`config.mk`:
```
export PLATFORM = sky130hd
export DESIGN_NAME = irq_unit
export DESIGN_NICKNAME = d
export VERILOG_FILES = /design/src/rtl/irqc_pkg.sv /design/src/rtl/irqc_flag_bank.sv /design/src/rtl/irqc_ctrl_reg.sv /design/src/rtl/irqc_arbiter.sv /design/src/rtl/irq_unit.sv
export SDC_FILE = /design/constraint.sdc
export NUM_CORES = 1
export LEC_CHECK = 0
export ABC_CLOCK_PERIOD_IN_PS = 1000
export BUFFER_PORTS_ARGS = -buffer_cell sky130_fd_sc_hd__buf_2
export CORE_AREA = 8 8 48 50
export DETAILED_ROUTE_END_ITERATION = 8
export DIE_AREA = 0 0 56 58
export HOLD_SLACK_MARGIN = 0.15
export PLACE_DENSITY = 0.69
export REMOVE_ABC_BUFFERS = 1
export SLEW_MARGIN = 20
export SYNTH_ARGS = -nofsm -noshare
export SYNTH_HDL_FRONTEND = slang
export SYNTH_SLANG_ARGS = --single-unit
export TNS_END_PERCENT = 1
```
`constraint.sdc`:
```
create_clock -name clk -period 1 [get_ports clk]
set_input_delay 0.15 -clock clk [delete_from_list [all_inputs] [get_ports clk]]
set_output_delay 0.15 -clock clk [all_outputs]
set_load 0.02 [all_outputs]
```
`src/rtl/irqc_pkg.sv`:
```
package irqc_pkg;

  localparam int unsigned MAX_SRC = 16;

  // Index of the lowest set bit; returns 0 when no bit is set.
  function automatic int unsigned lowest_set(input logic [MAX_SRC-1:0] v);
    int unsigned idx;
    idx = 0;
    for (int i = MAX_SRC - 1; i >= 0; i--) begin
      if (v[i]) idx = i;
    end
    return idx;
  endfunction

  // Next state of one pending flag: write first, then take clear, then event set.
  function automatic logic flag_next(input logic cur, input logic wr, input logic wbit,
                                     input logic clr, input logic set);
    logic n;
    n = cur;
    if (wr)  n = wbit;
    if (clr) n = 1'b0;
    if (set) n = 1'b1;
    return n;
  endfunction

endpackage

```
`src/rtl/irqc_flag_bank.sv`:
```
module irqc_flag_bank
  import irqc_pkg::*;
#(
  parameter int unsigned NSRC = 3
) (
  input  logic            clk,
  input  logic            rst_n,
  input  logic [NSRC-1:0] evt,
  input  logic            wr_hit,
  input  logic [NSRC-1:0] wr_flags,
  input  logic [NSRC-1:0] grant,
  output logic [NSRC-1:0] flags
);

  logic [NSRC-1:0] flags_nxt;

  generate
    for (genvar g = 0; g < NSRC; g++) begin : g_src
      always_comb begin
        flags_nxt[g] = flag_next(flags[g], wr_hit, wr_flags[g], grant[g], evt[g]);
      end

      always_ff @(posedge clk or negedge rst_n) begin
        if (!rst_n) flags[g] <= 1'b0;
        else        flags[g] <= flags_nxt[g];
      end

      AST_EVT_SETS_FLAG: assert property (@(posedge clk) disable iff (!rst_n)
        evt[g] |=> flags[g]);
      AST_TAKE_CLEARS_FLAG: assert property (@(posedge clk) disable iff (!rst_n)
        (grant[g] && !evt[g]) |=> !flags[g]);
    end
  endgenerate

endmodule

```
`src/rtl/irqc_ctrl_reg.sv`:
```
module irqc_ctrl_reg #(
  parameter int unsigned NSRC   = 3,
  parameter int unsigned DATA_W = 8
) (
  input  logic              clk,
  input  logic              rst_n,
  input  logic              wr_hit,
  input  logic              rd_hit,
  input  logic [DATA_W-1:0] wdata,
  input  logic              take,
  input  logic [NSRC-1:0]   flags,
  output logic              master,
  output logic [NSRC-1:0]   enables,
  output logic [NSRC-1:0]   wr_flags,
  output logic [DATA_W-1:0] rdata
);

  localparam int unsigned EN_LSB = 1;
  localparam int unsigned FL_LSB = EN_LSB + NSRC;
  localparam int unsigned USED   = FL_LSB + NSRC;

  logic master_nxt;

  assign wr_flags = wdata[FL_LSB +: NSRC];

  always_comb begin
    master_nxt = master;
    if (wr_hit) master_nxt = wdata[0];
    if (take)   master_nxt = 1'b0;
  end

  always_ff @(posedge clk or negedge rst_n) begin
    if (!rst_n) begin
      master  <= 1'b0;
      enables <= '0;
    end else begin
      master <= master_nxt;
      if (wr_hit) enables <= wdata[EN_LSB +: NSRC];
    end
  end

  always_comb begin
    rdata = '0;
    if (rd_hit) begin
      rdata[0]                = master;
      rdata[EN_LSB +: NSRC]   = enables;
      rdata[FL_LSB +: NSRC]   = flags;
    end
  end

  generate
    if (USED < DATA_W) begin : g_pad
      AST_PAD_ZERO: assert property (@(posedge clk) disable iff (!rst_n)
        rdata[DATA_W-1:USED] == '0);
    end
  endgenerate

  AST_TAKE_CLEARS_MASTER: assert property (@(posedge clk) disable iff (!rst_n)
    take |=> !master);
  AST_NO_HIT_NO_CHANGE: assert property (@(posedge clk) disable iff (!rst_n)
    (!wr_hit && !take) |=> $stable(enables));

endmodule

```
`src/rtl/irqc_arbiter.sv`:
```
module irqc_arbiter
  import irqc_pkg::*;
#(
  parameter int unsigned NSRC  = 3,
  parameter int unsigned VEC_W = 2
) (
  input  logic             clk,
  input  logic             rst_n,
  input  logic [NSRC-1:0]  pend,
  input  logic             master,
  input  logic             stk_full,
  input  logic             ack,
  output logic             req,
  output logic             take,
  output logic [VEC_W-1:0] vec,
  output logic [NSRC-1:0]  grant
);

  logic [MAX_SRC-1:0] pend_wide;
  int unsigned        win;

  always_comb begin
    pend_wide = '0;
    pend_wide[NSRC-1:0] = pend;
    win = lowest_set(pend_wide);
  end

  assign vec   = VEC_W'(win);
  assign req   = master && (|pend) && !stk_full;
  assign take  = req && ack;

  always_comb begin
    grant = '0;
    if (take) grant[vec] = 1'b1;
  end

  AST_FULL_BLOCKS_REQ: assert property (@(posedge clk) disable iff (!rst_n)
    stk_full |-> (!req && grant == '0));
  AST_ONE_GRANT: assert property (@(posedge clk) disable iff (!rst_n)
    $onehot0(grant));
  AST_GRANT_PENDING: assert property (@(posedge clk) disable iff (!rst_n)
    ((grant & ~pend) == '0));
  AST_REQ_NEEDS_MASTER: assert property (@(posedge clk) disable iff (!rst_n)
    req |-> master);

endmodule

```
`src/rtl/irq_unit.sv`:
```
module irq_unit #(
  parameter int unsigned N_TMR     = 2,
  parameter int unsigned ADDR_W    = 8,
  parameter int unsigned DATA_W    = 8,
  parameter logic [7:0]  CTRL_ADDR = 8'h0B,
  parameter int unsigned NSRC      = N_TMR + 1,
  parameter int unsigned VEC_W     = (NSRC > 1) ? $clog2(NSRC) : 1
) (
  input  logic              clk,
  input  logic              rst_n,
  input  logic              ext_evt,
  input  logic [N_TMR-1:0]  tmr_evt,
  input  logic [ADDR_W-1:0] bus_addr,
  input  logic              bus_wr,
  input  logic [DATA_W-1:0] bus_wdata,
  output logic [DATA_W-1:0] bus_rdata,
  input  logic              stk_full,
  input  logic              core_ack,
  output logic              irq_req,
  output logic [VEC_W-1:0]  irq_vec,
  output logic              irq_taken,
  output logic              wake
);

  // Named internal events for checking.
  logic              rd_hit;
  logic              wr_hit;
  logic [NSRC-1:0]   evt_all;
  logic [NSRC-1:0]   flags;
  logic [NSRC-1:0]   enables;
  logic [NSRC-1:0]   wr_flags;
  logic [NSRC-1:0]   pend;
  logic [NSRC-1:0]   grant;
  logic              master;
  logic              take;

  assign rd_hit  = (bus_addr == ADDR_W'(CTRL_ADDR));
  assign wr_hit  = rd_hit && bus_wr;
  assign evt_all = {tmr_evt, ext_evt};
  assign pend    = flags & enables;

  irqc_ctrl_reg #(.NSRC(NSRC), .DATA_W(DATA_W)) u_ctrl (
    .clk(clk), .rst_n(rst_n), .wr_hit(wr_hit), .rd_hit(rd_hit), .wdata(bus_wdata),
    .take(take), .flags(flags), .master(master), .enables(enables),
    .wr_flags(wr_flags), .rdata(bus_rdata)
  );

  irqc_flag_bank #(.NSRC(NSRC)) u_flags (
    .clk(clk), .rst_n(rst_n), .evt(evt_all), .wr_hit(wr_hit),
    .wr_flags(wr_flags), .grant(grant), .flags(flags)
  );

  irqc_arbiter #(.NSRC(NSRC), .VEC_W(VEC_W)) u_arb (
    .clk(clk), .rst_n(rst_n), .pend(pend), .master(master), .stk_full(stk_full),
    .ack(core_ack), .req(irq_req), .take(take), .vec(irq_vec), .grant(grant)
  );

  assign irq_taken = take;
  assign wake      = |pend;

  AST_WAKE_WHEN_REQ: assert property (@(posedge clk) disable iff (!rst_n)
    irq_req |-> wake);
  AST_FULL_ACK_KEEPS: assert property (@(posedge clk) disable iff (!rst_n)
    (stk_full && !wr_hit && evt_all == '0) |=> ($stable(flags) && $stable(master)));
  AST_TAKEN_NEEDS_ACK: assert property (@(posedge clk) disable iff (!rst_n)
    irq_taken |-> (core_ack && !stk_full));

endmodule

```
==> impl_metrics.prom, run 1 <==
# TYPE chip_impl_metric gauge
chip_impl_info{name="tritoncts",value="done"} 1
chip_impl_info{name="outcome",value="finished, violations left"} 1
chip_impl_info{name="worst_hold_path_type",value="input port to register"} 1
chip_impl_metric{name="grt_pass1_vias",unit=""} 663
chip_impl_metric{name="hold_slack",unit="ps"} 174
chip_impl_metric{name="finalNetCount",unit=""} 133
chip_impl_metric{name="clkSlewWorstSetupHoldPaths",unit="ps"} 50
chip_impl_info{name="path_class",value="register to primary output"} 1
chip_impl_metric{name="max-clock-path-buffers",unit=""} 2
chip_impl_metric{name="critPathMaxStageDelay",unit="ps"} 380
chip_impl_metric{name="leakagePower",unit="nW"} 0.486
chip_impl_metric{name="ant_nets",unit=""} 0
chip_impl_metric{name="route.detailed.wl_per_inst",unit="um"} 16.2
chip_impl_metric{name="floorplan.core_area",unit="um^2"} 1610
chip_impl_info{name="critPathLaunchType",value="register"} 1
chip_impl_metric{name="detail_route.drc_violations",unit=""} 0
chip_impl_metric{name="netSwitchingFraction",unit=""} 0.269
chip_impl_metric{name="place_ws",unit="ps"} -523
chip_impl_metric{name="synthToLayoutAreaGrowth",unit="%"} 94.8
chip_impl_metric{name="vdd_ir_drop_max",unit="mV"} 0.509
chip_impl_metric{name="detailedPlacementHpwl",unit="um"} 1530
chip_impl_metric{name="worstSkewPairLatency",unit="ps"} 250
chip_impl_info{name="clockRootBuffer",value="sky130_fd_sc_hd__clkbuf_4"} 1
chip_impl_metric{name="share_of_synthesized_area_occupied_by_flip_flops_and_latches",unit=""} 0.346
chip_impl_metric{name="final_layout_size_suffix_gt1_frac",unit=""} 0.611
chip_impl_metric{name="die_w",unit="um"} 56
chip_impl_metric{name="netlist_area",unit="um^2"} 507
chip_impl_metric{name="avgViaCountPerCell",unit=""} 5.23
chip_impl_info{name="crit_slowest_cell",value="sky130_fd_sc_hd__dfrtp_1"} 1
chip_impl_metric{name="post-route-period-util",unit=""} 1.49
chip_impl_metric{name="finalHoldViolations",unit=""} 0
chip_impl_info{name="endpoint_kind",value="primary output"} 1
chip_impl_info{name="violations",value="negative setup slack"} 1
chip_impl_metric{name="drv.max_cap_violation_count",unit=""} 0
chip_impl_metric{name="synthesis.yosys.warnings",unit=""} 0
chip_impl_metric{name="setup_violations",unit=""} 19
chip_impl_metric{name="dieArea",unit="um^2"} 3250
chip_impl_metric{name="grt_pass1_wl",unit="um"} 3100
chip_impl_metric{name="drt_first_pass_iters",unit=""} 4
chip_impl_metric{name="p_int",unit="W"} 0.000570
chip_impl_metric{name="powerDensity",unit="nW/um^2"} 791
chip_impl_metric{name="cts_sinks",unit=""} 7
chip_impl_metric{name="netlist.area_leader.share",unit=""} 0.346
chip_impl_metric{name="n_antenna_cell",unit=""} 0
chip_impl_metric{name="finalCriticalPeriod",unit="ps"} 1490
chip_impl_metric{name="post-route-worst-setup-slack",unit="ps"} -493
chip_impl_metric{name="ioPinCount",unit=""} 37
chip_impl_metric{name="clk_network_pwr_share",unit=""} 0.329
chip_impl_metric{name="finalCoreUtilization",unit=""} 0.612
chip_impl_info{name="worst_path_most_repeated_cell",value="sky130_fd_sc_hd__buf_4"} 1
chip_impl_info{name="crit_path_cell_trace",value="a222oi_1, buf_4, nor3b_2, buf_4"} 1
chip_impl_metric{name="overflow",unit=""} 0
chip_impl_metric{name="finalWeightedCongestion",unit=""} 0.796
chip_impl_metric{name="h-tree-depth",unit=""} 1
chip_impl_metric{name="sequentialPowerShare",unit=""} 0.381
chip_impl_metric{name="finalClockSkew",unit="ps"} 7.26
chip_impl_info{name="ys_top_cells_by_area",value="sky130_fd_sc_hd__dfrtp_1 35%, sky130_fd_sc_hd__mux2_4 8.9%, sky130_fd_sc_hd__and3_1 8.6%, sky130_fd_sc_hd__a311oi_1 5.2%, sky130_fd_sc_hd__a211oi_1 4.4%"} 1
chip_impl_info{name="synthFlopType",value="sky130_fd_sc_hd__dfrtp_1"} 1
chip_impl_metric{name="cts_made_buffers",unit=""} 3
chip_impl_info{name="rsz0062_at_grt",value="true"} 1
chip_impl_metric{name="die_y",unit="um"} 58
chip_impl_metric{name="grt_start_max_net_pins",unit=""} 12
chip_impl_info{name="ranking_of_synthesized_cells_by_instance_count",value="7 x sky130_fd_sc_hd__and3_1, 7 x sky130_fd_sc_hd__dfrtp_1, 5 x sky130_fd_sc_hd__nor2_1"} 1
chip_impl_metric{name="required",unit="ps"} 850
chip_impl_metric{name="proportion_of_power_drawn_by_combinational_gates",unit=""} 0.289
chip_impl_metric{name="post_synth_inst_count",unit=""} 53
chip_impl_metric{name="io_buffer_count",unit=""} 34
chip_impl_metric{name="avgSynthCellArea",unit="um^2"} 9.56
chip_impl_metric{name="total_count_of_max_transition_violations_in_the_final_report",unit=""} 0
chip_impl_metric{name="worstPathArrival",unit="ps"} 1340
chip_impl_metric{name="synth_cell_types",unit=""} 25
chip_impl_metric{name="first_iter_violations",unit=""} 10
chip_impl_metric{name="synth_seq_cells",unit=""} 7
chip_impl_metric{name="async_reset_ff_frac",unit=""} 1.00
chip_impl_metric{name="routed_wirelength",unit="um"} 2020
chip_impl_metric{name="total_switching_power",unit="W"} 0.000210
chip_impl_metric{name="worst-path-max-fanout",unit=""} 3
chip_impl_metric{name="power.total",unit="W"} 0.000781
chip_impl_metric{name="row_count",unit=""} 15
chip_impl_info{name="synth_area_leader",value="sky130_fd_sc_hd__dfrtp_1"} 1
chip_impl_metric{name="synth_enable_flop_cells",unit=""} 0
chip_impl_metric{name="fmaxAchievable",unit="GHz"} 0.670
chip_impl_metric{name="grt.total_usage",unit=""} 0.115
chip_impl_metric{name="detailroute.via_count",unit=""} 654
chip_impl_metric{name="grt_antenna_before_repair",unit=""} 0
chip_impl_metric{name="initial_utilization",unit=""} 0.314
[cell type report]
cell class	count	area (um^2)
Clock buffer	4	26.3
Tap cell	17	21.3
Fill cell	148	627
Inverter	2	7.51
Timing Repair Buffer	54	400
Sequential cell	7	175
Multi-Input combinational cell	41	357
[cell usage in the layout, fill, tap and decap left out, types with 4 or more instances in the layout]
cell type                        n
sky130_fd_sc_hd__and3_1          4
sky130_fd_sc_hd__buf_2          24
sky130_fd_sc_hd__buf_4          14
sky130_fd_sc_hd__buf_6          12
sky130_fd_sc_hd__dfrtp_1         7
sky130_fd_sc_hd__dlygate4sd3_1   4
sky130_fd_sc_hd__nor2_1          4
[sequential cells by signal, summed over array words and instances, names as in the netlist]
name,count
u_flags.flags,3
u_ctrl.enables,3
u_ctrl.master,1
[power by group through the flow]
stage | Clock (W) | Combinational [W] | Sequential (W)
after global placement | 0 | 0.000169 | 0.000302
final | 0.000257 | 0.000226 | 0.000298
after CTS | 0.000270 | 0.000204 | 0.000297
after detailed placement | 0 | 0.000174 | 0.000303
after global routing | 0.000280 | 0.000243 | 0.000298
after floorplan | 0 | 0.0000653 | 0.000303
[worst max-delay path, delay by kind of cell, from the launching register on]
kind,cells,cell delay (ps)
buffers and inverters,2,340
AOI/OAI and AO/OA,1,320
and+or+nand+nor,1,40
DFF,1,380
[repair_timing]
action | CTS | global route
gates resized for setup | 12 | 18
setup buffers | 2 | 0
endpoints found under the hold margin | 10 | 0
hold buffers | 4 | 0
pin swaps | 4 | 1
endpoints found under the setup margin | 19 | 19
[cell families (layout without fill, tap and decap cells)]
| group | count (synthesis) | in the layout | share of synthesized area |
|---|---|---|---|
| compound gates | 11 | 11 | 0.168 |
| buf+inv | 5 | 60 | 0.0445 |
| flops | 7 | 7 | 0.346 |
| mux | 3 | 3 | 0.0889 |
| other cells | 1 | 1 | 0.00740 |
| simple gates | 26 | 26 | 0.346 |
[final timing paths]
| check | from | slack (ps) | depth (start not counted) | end |
|---|---|---|---|---|
| max in group asynchronous | rst_n | 580 | 2 | u_ctrl.enables[1]$_DFFE_PN0P_ |
| max | u_flags.flags[0]$_DFFE_PN0P_ | -490 | 4 | irq_req |
| min | bus_wdata[0] | 170 | 3 | u_ctrl.master$_DFFE_PN0P_ |
| min reg2reg | u_ctrl.enables[2]$_DFFE_PN0P_ | 640 | 2 | u_ctrl.enables[2]$_DFFE_PN0P_ |
| max reg2reg | u_ctrl.enables[0]$_DFFE_PN0P_ | -240 | 4 | u_flags.flags[2]$_DFFE_PN0P_ |
| min in group asynchronous | rst_n | 260 | 2 | u_flags.flags[2]$_DFFE_PN0P_ |
[metal layers]
| metal | wire length (um) | GRT usage | vias up |
|---|---|---|---|
| met5 | 0 | 0 | - |
| met4 | 23 | 0.0515 | 0 |
| met3 | 94 | 0.0240 | 2 |
| met2 | 1110 | 0.198 | 23 |
| met1 | 797 | 0.134 | 311 |
| li1 | - | - | 318 |
[through the flow]
stage          instances  setup TNS (ps)  area, um^2
2_1_floorplan         50           -6860         492
3_3_place_gp         115           -5530         788
3_5_place_dp         115           -6420         788
4_1_cts              125           -5680         913
5_1_grt              125           -6260         987
6_report             125           -5400         987
(Power assumes the default switching activity.)
==> run 2, diff against run 1 <==
--- a/config.mk
+++ b/config.mk
@@ -5,16 +5,18 @@
 export SDC_FILE = /design/constraint.sdc
 export NUM_CORES = 1
 export LEC_CHECK = 0
+export ABC_AREA = 1
 export ABC_CLOCK_PERIOD_IN_PS = 1000
 export BUFFER_PORTS_ARGS = -buffer_cell sky130_fd_sc_hd__buf_2
-export CORE_AREA = 8 8 48 50
+export CORE_AREA = 2 2 44 46
 export DETAILED_ROUTE_END_ITERATION = 8
-export DIE_AREA = 0 0 56 58
+export DIE_AREA = 0 0 46 48
 export HOLD_SLACK_MARGIN = 0.15
 export PLACE_DENSITY = 0.69
 export REMOVE_ABC_BUFFERS = 1
 export SLEW_MARGIN = 20
 export SYNTH_ARGS = -nofsm -noshare
 export SYNTH_HDL_FRONTEND = slang
+export SYNTH_HIERARCHICAL = 1
 export SYNTH_SLANG_ARGS = --single-unit
 export TNS_END_PERCENT = 1
==> impl_metrics.prom, run 2 <==
# TYPE chip_impl_metric gauge
chip_impl_info{name="outcome",value="finished, violations left"} 1
chip_impl_info{name="violations",value="negative setup slack"} 1
chip_impl_info{name="largest_family_of_logic_cells_by_synthesized_area",value="simple AND/OR/NAND/NOR gates"} 1
chip_impl_info{name="grt-busiest-layer",value="met2"} 1
chip_impl_info{name="layout_common_cells",value="31 x sky130_fd_sc_hd__inv_1, 26 x sky130_fd_sc_hd__nand2_1, 26 x sky130_fd_sc_hd__buf_2"} 1
chip_impl_metric{name="complex_gate_fraction_of_the_synthesized_area",unit=""} 0.0252
chip_impl_metric{name="floorplan.core_area",unit="um^2"} 1690
chip_impl_metric{name="powerDensity",unit="nW/um^2"} 722
chip_impl_metric{name="avgViaCountPerCell",unit=""} 4.23
chip_impl_metric{name="multiInputGateArea",unit="um^2"} 279
chip_impl_metric{name="dieArea",unit="um^2"} 2210
chip_impl_metric{name="synthToLayoutAreaGrowth",unit="%"} 88.2
chip_impl_metric{name="final_layout_size_suffix_gt1_frac",unit=""} 0.494
chip_impl_metric{name="ioPinCount",unit=""} 37
chip_impl_metric{name="finalHoldViolations",unit=""} 0
chip_impl_metric{name="synthesis.yosys.warnings",unit=""} 6
chip_impl_metric{name="routed_wirelength",unit="um"} 1930
chip_impl_metric{name="avgSynthCellArea",unit="um^2"} 5.62
chip_impl_metric{name="required",unit="ps"} 850
chip_impl_metric{name="yosys.area_share.xor_xnor",unit=""} 0
chip_impl_info{name="post-synth-top-count-cell",value="sky130_fd_sc_hd__inv_1"} 1
chip_impl_metric{name="row_count",unit=""} 15
chip_impl_metric{name="area_fraction_in_and_or_nand_and_nor_cells_after_synthesis",unit=""} 0.366
chip_impl_metric{name="synth_enable_flop_cells",unit=""} 0
chip_impl_info{name="rsz0062_at_grt",value="true"} 1
chip_impl_info{name="crit_path_cell_trace",value="nand2_2, inv_2, nor2_4, nand2_2, nand3_2, inv_2, buf_6"} 1
chip_impl_metric{name="grt_pass1_vias",unit=""} 698
chip_impl_info{name="crit_start",value="u_ctrl/enables[0]$_DFFE_PN0P_"} 1
chip_impl_info{name="endpoint_kind",value="primary output"} 1
chip_impl_info{name="final_common_cell",value="sky130_fd_sc_hd__inv_1"} 1
chip_impl_metric{name="vdd_ir_drop_max",unit="mV"} 0.737
chip_impl_metric{name="die_w",unit="um"} 46
chip_impl_metric{name="synth_seq_cells",unit=""} 7
chip_impl_info{name="worst_hold_path_type",value="input port to register"} 1
chip_impl_metric{name="grt.total_usage",unit=""} 0.167
chip_impl_info{name="ys_top_cells_by_area",value="sky130_fd_sc_hd__dfrtp_1 29%, sky130_fd_sc_hd__inv_1 25%, sky130_fd_sc_hd__nand2_1 21%, sky130_fd_sc_hd__buf_4 5.0%, sky130_fd_sc_hd__nand3_1 4.2%"} 1
chip_impl_metric{name="detailroute.via_count",unit=""} 774
chip_impl_metric{name="critPathMaxStageDelay",unit="ps"} 400
chip_impl_metric{name="finalCoreUtilization",unit=""} 0.664
chip_impl_metric{name="n_antenna_cell",unit=""} 0
chip_impl_info{name="clockRootBuffer",value="sky130_fd_sc_hd__clkbuf_4"} 1
chip_impl_metric{name="placed_area",unit="um^2"} 830
chip_impl_metric{name="number_of_fill_cells_in_the_layout",unit=""} 129
chip_impl_metric{name="setup_violations",unit=""} 16
chip_impl_metric{name="worst-r2r-cell-count",unit=""} 11
chip_impl_metric{name="drv.max_cap_violation_count",unit=""} 0
chip_impl_metric{name="async_reset_ff_frac",unit=""} 1.00
chip_impl_metric{name="post_synthesis_adder_cell_area_fraction",unit=""} 0
chip_impl_metric{name="finalCriticalPeriod",unit="ps"} 1390
chip_impl_info{name="tritoncts",value="done"} 1
chip_impl_metric{name="clkSlewWorstSetupHoldPaths",unit="ps"} 50
chip_impl_info{name="path_class",value="register to primary output"} 1
chip_impl_info{name="synthFlopType",value="sky130_fd_sc_hd__dfrtp_1"} 1
chip_impl_info{name="synth_area_leader",value="sky130_fd_sc_hd__dfrtp_1"} 1
chip_impl_metric{name="use_met3",unit=""} 0.0604
chip_impl_metric{name="ant_nets",unit=""} 0
chip_impl_metric{name="place_ws",unit="ps"} -170
chip_impl_metric{name="total_count_of_max_transition_violations_in_the_final_report",unit=""} 0
chip_impl_metric{name="fmaxAchievable",unit="GHz"} 0.718
chip_impl_metric{name="cts_made_buffers",unit=""} 3
chip_impl_metric{name="post_synth_inst_count",unit=""} 106
chip_impl_info{name="crit_slowest_cell",value="sky130_fd_sc_hd__dfrtp_1"} 1
chip_impl_info{name="ranking_of_synthesized_cells_by_instance_count",value="39 x sky130_fd_sc_hd__inv_1, 33 x sky130_fd_sc_hd__nand2_1, 7 x sky130_fd_sc_hd__dfrtp_1"} 1
chip_impl_metric{name="grt_util_met1",unit=""} 0.153
chip_impl_metric{name="die_y",unit="um"} 48
chip_impl_metric{name="h-tree-depth",unit=""} 1
chip_impl_metric{name="drt_first_pass_iters",unit=""} 4
chip_impl_metric{name="grt_pass1_wl",unit="um"} 2570
chip_impl_metric{name="finalNetCount",unit=""} 191
chip_impl_metric{name="finalWeightedCongestion",unit=""} 0.798
chip_impl_metric{name="grt.met2_usage",unit=""} 0.339
chip_impl_metric{name="first_iter_violations",unit=""} 20
chip_impl_metric{name="initial_utilization",unit=""} 0.353
chip_impl_metric{name="detailedPlacementHpwl",unit="um"} 1130
chip_impl_metric{name="synth_cell_types",unit=""} 14
chip_impl_info{name="worst_setup_endpoint",value="irq_taken"} 1
chip_impl_metric{name="post-route-period-util",unit=""} 1.39
chip_impl_metric{name="worstPathArrival",unit="ps"} 1240
chip_impl_metric{name="cts_sinks",unit=""} 7
chip_impl_metric{name="postLayoutCellArea",unit="um^2"} 1120
chip_impl_metric{name="netlist.area_leader.share",unit=""} 0.294
chip_impl_info{name="registers_with_the_most_flip_flops",value="u_ctrl/enables x3, u_flags/flags x3, u_ctrl/master x1"} 1
chip_impl_metric{name="overflow",unit=""} 0
chip_impl_info{name="ff_to_ff_end",value="u_flags/flags[2]$_DFFE_PN0P_"} 1
chip_impl_metric{name="netlist_area",unit="um^2"} 596
chip_impl_metric{name="worst-path-max-fanout",unit=""} 3
chip_impl_metric{name="worstSkewPairLatency",unit="ps"} 260
chip_impl_metric{name="worst-r2r-setup-slack",unit="ps"} -350
chip_impl_metric{name="detail_route.drc_violations",unit=""} 0
chip_impl_metric{name="area_taken_by_flip_flops_and_latches",unit="um^2"} 175
chip_impl_metric{name="io_buffer_count",unit=""} 34
chip_impl_metric{name="leakagePower",unit="nW"} 0.731
chip_impl_metric{name="post-route-worst-setup-slack",unit="ps"} -393
chip_impl_metric{name="grt_antenna_before_repair",unit=""} 0
chip_impl_metric{name="share_of_synthesized_area_occupied_by_flip_flops_and_latches",unit=""} 0.294
chip_impl_metric{name="grt_start_max_net_pins",unit=""} 13
chip_impl_metric{name="finalClockSkew",unit="ps"} 6.44
chip_impl_metric{name="power.total",unit="W"} 0.000809
chip_impl_info{name="critPathLaunchType",value="register"} 1
chip_impl_info{name="timing.rr.start",value="u_ctrl/enables[0]$_DFFE_PN0P_"} 1
chip_impl_metric{name="max-clock-path-buffers",unit=""} 2
chip_impl_metric{name="muxShareOfSynthArea",unit=""} 0
chip_impl_metric{name="route.detailed.wl_per_inst",unit="um"} 10.5
[run 2: cell types whose count changed after synthesis, sizes merged, moves of 3 or more]
cell,previous run,this run
nand2,3,34
a211oi,3,0
mux2,3,0
o21ai,0,3
inv,2,41
a311oi,3,0
and3,7,0
nand3,0,6
nor2,5,9
buf,1,4
[run 2: report_power, final]
part           switching [W]  total, W  internal (W)
registers          0.0000110  0.000308      0.000297
clock network       0.000106  0.000258      0.000152
logic               0.000112  0.000244      0.000132
[run 2: routing by layer]
metal | share of wire | vias up | routed length [um]
met5 | 0 | - | 0
met4 | 0.0062 | 0 | 12
met3 | 0.052 | 2 | 101
met2 | 0.57 | 26 | 1090
met1 | 0.37 | 339 | 720
li1 | - | 407 | -
[run 2: cell type report]
class | instances | share of cell area
sequential | 7 | 0.156
tap | 17 | 0.0190
inverter | 41 | 0.140
multi-input combinational | 54 | 0.249
timing repair buffer | 60 | 0.413
clock buffer | 4 | 0.0234
[run 2: how the worst min path moves through the flow]
| stage | from | end | slack, ps | depth (start not counted) |
|---|---|---|---|---|
| floorplan | rst_n | u_ctrl/enables[0]$_DFFE_PN0P_ | -150 | 0 |
| global placement | rst_n | u_ctrl/master$_DFFE_PN0P_ | -10 | 1 |
| detailed placement | rst_n | u_ctrl/master$_DFFE_PN0P_ | -8 | 1 |
| CTS | bus_wdata[5] | u_flags/flags[1]$_DFFE_PN0P_ | 200 | 5 |
| global route | bus_wdata[5] | u_flags/flags[1]$_DFFE_PN0P_ | 230 | 5 |
| finish | bus_wdata[5] | u_flags/flags[1]$_DFFE_PN0P_ | 200 | 5 |
[run 2: kinds of logic after synthesis]
logic type | count (synthesis)
buffers and inverters | 45
AOI/OAI and AO/OA | 3
and+or+nand+nor | 50
DFF | 7
other | 1
[run 2: repair_timing]
item | 4_1_cts | 5_1_grt
gates cloned | 0 | 0
gates resized for setup | 18 | 25
pin swaps | 6 | 3
setup buffers | 9 | 1
endpoints found under the setup margin | 16 | 16
hold buffers | 8 | 0
endpoints found under the hold margin | 14 | 0
[run 2: worst max-delay path, delay by kind of cell, from the launching register on]
family | cells | cell delay, ps
buffers and inverters | 3 | 230
AND/OR/NAND/NOR | 4 | 370
flip-flops | 1 | 400
[run 2: metrics by stage]
step | TNS [ps] | hold slack, ps | std cells
6_report | -4020 | 202 | 183
5_1_grt | -4900 | 233 | 183
4_1_cts | -3610 | 198 | 182
3_5_place_dp | -1690 | -7.72 | 161
3_3_place_gp | -1460 | -14.3 | 161
2_1_floorplan | -345 | -146 | 102
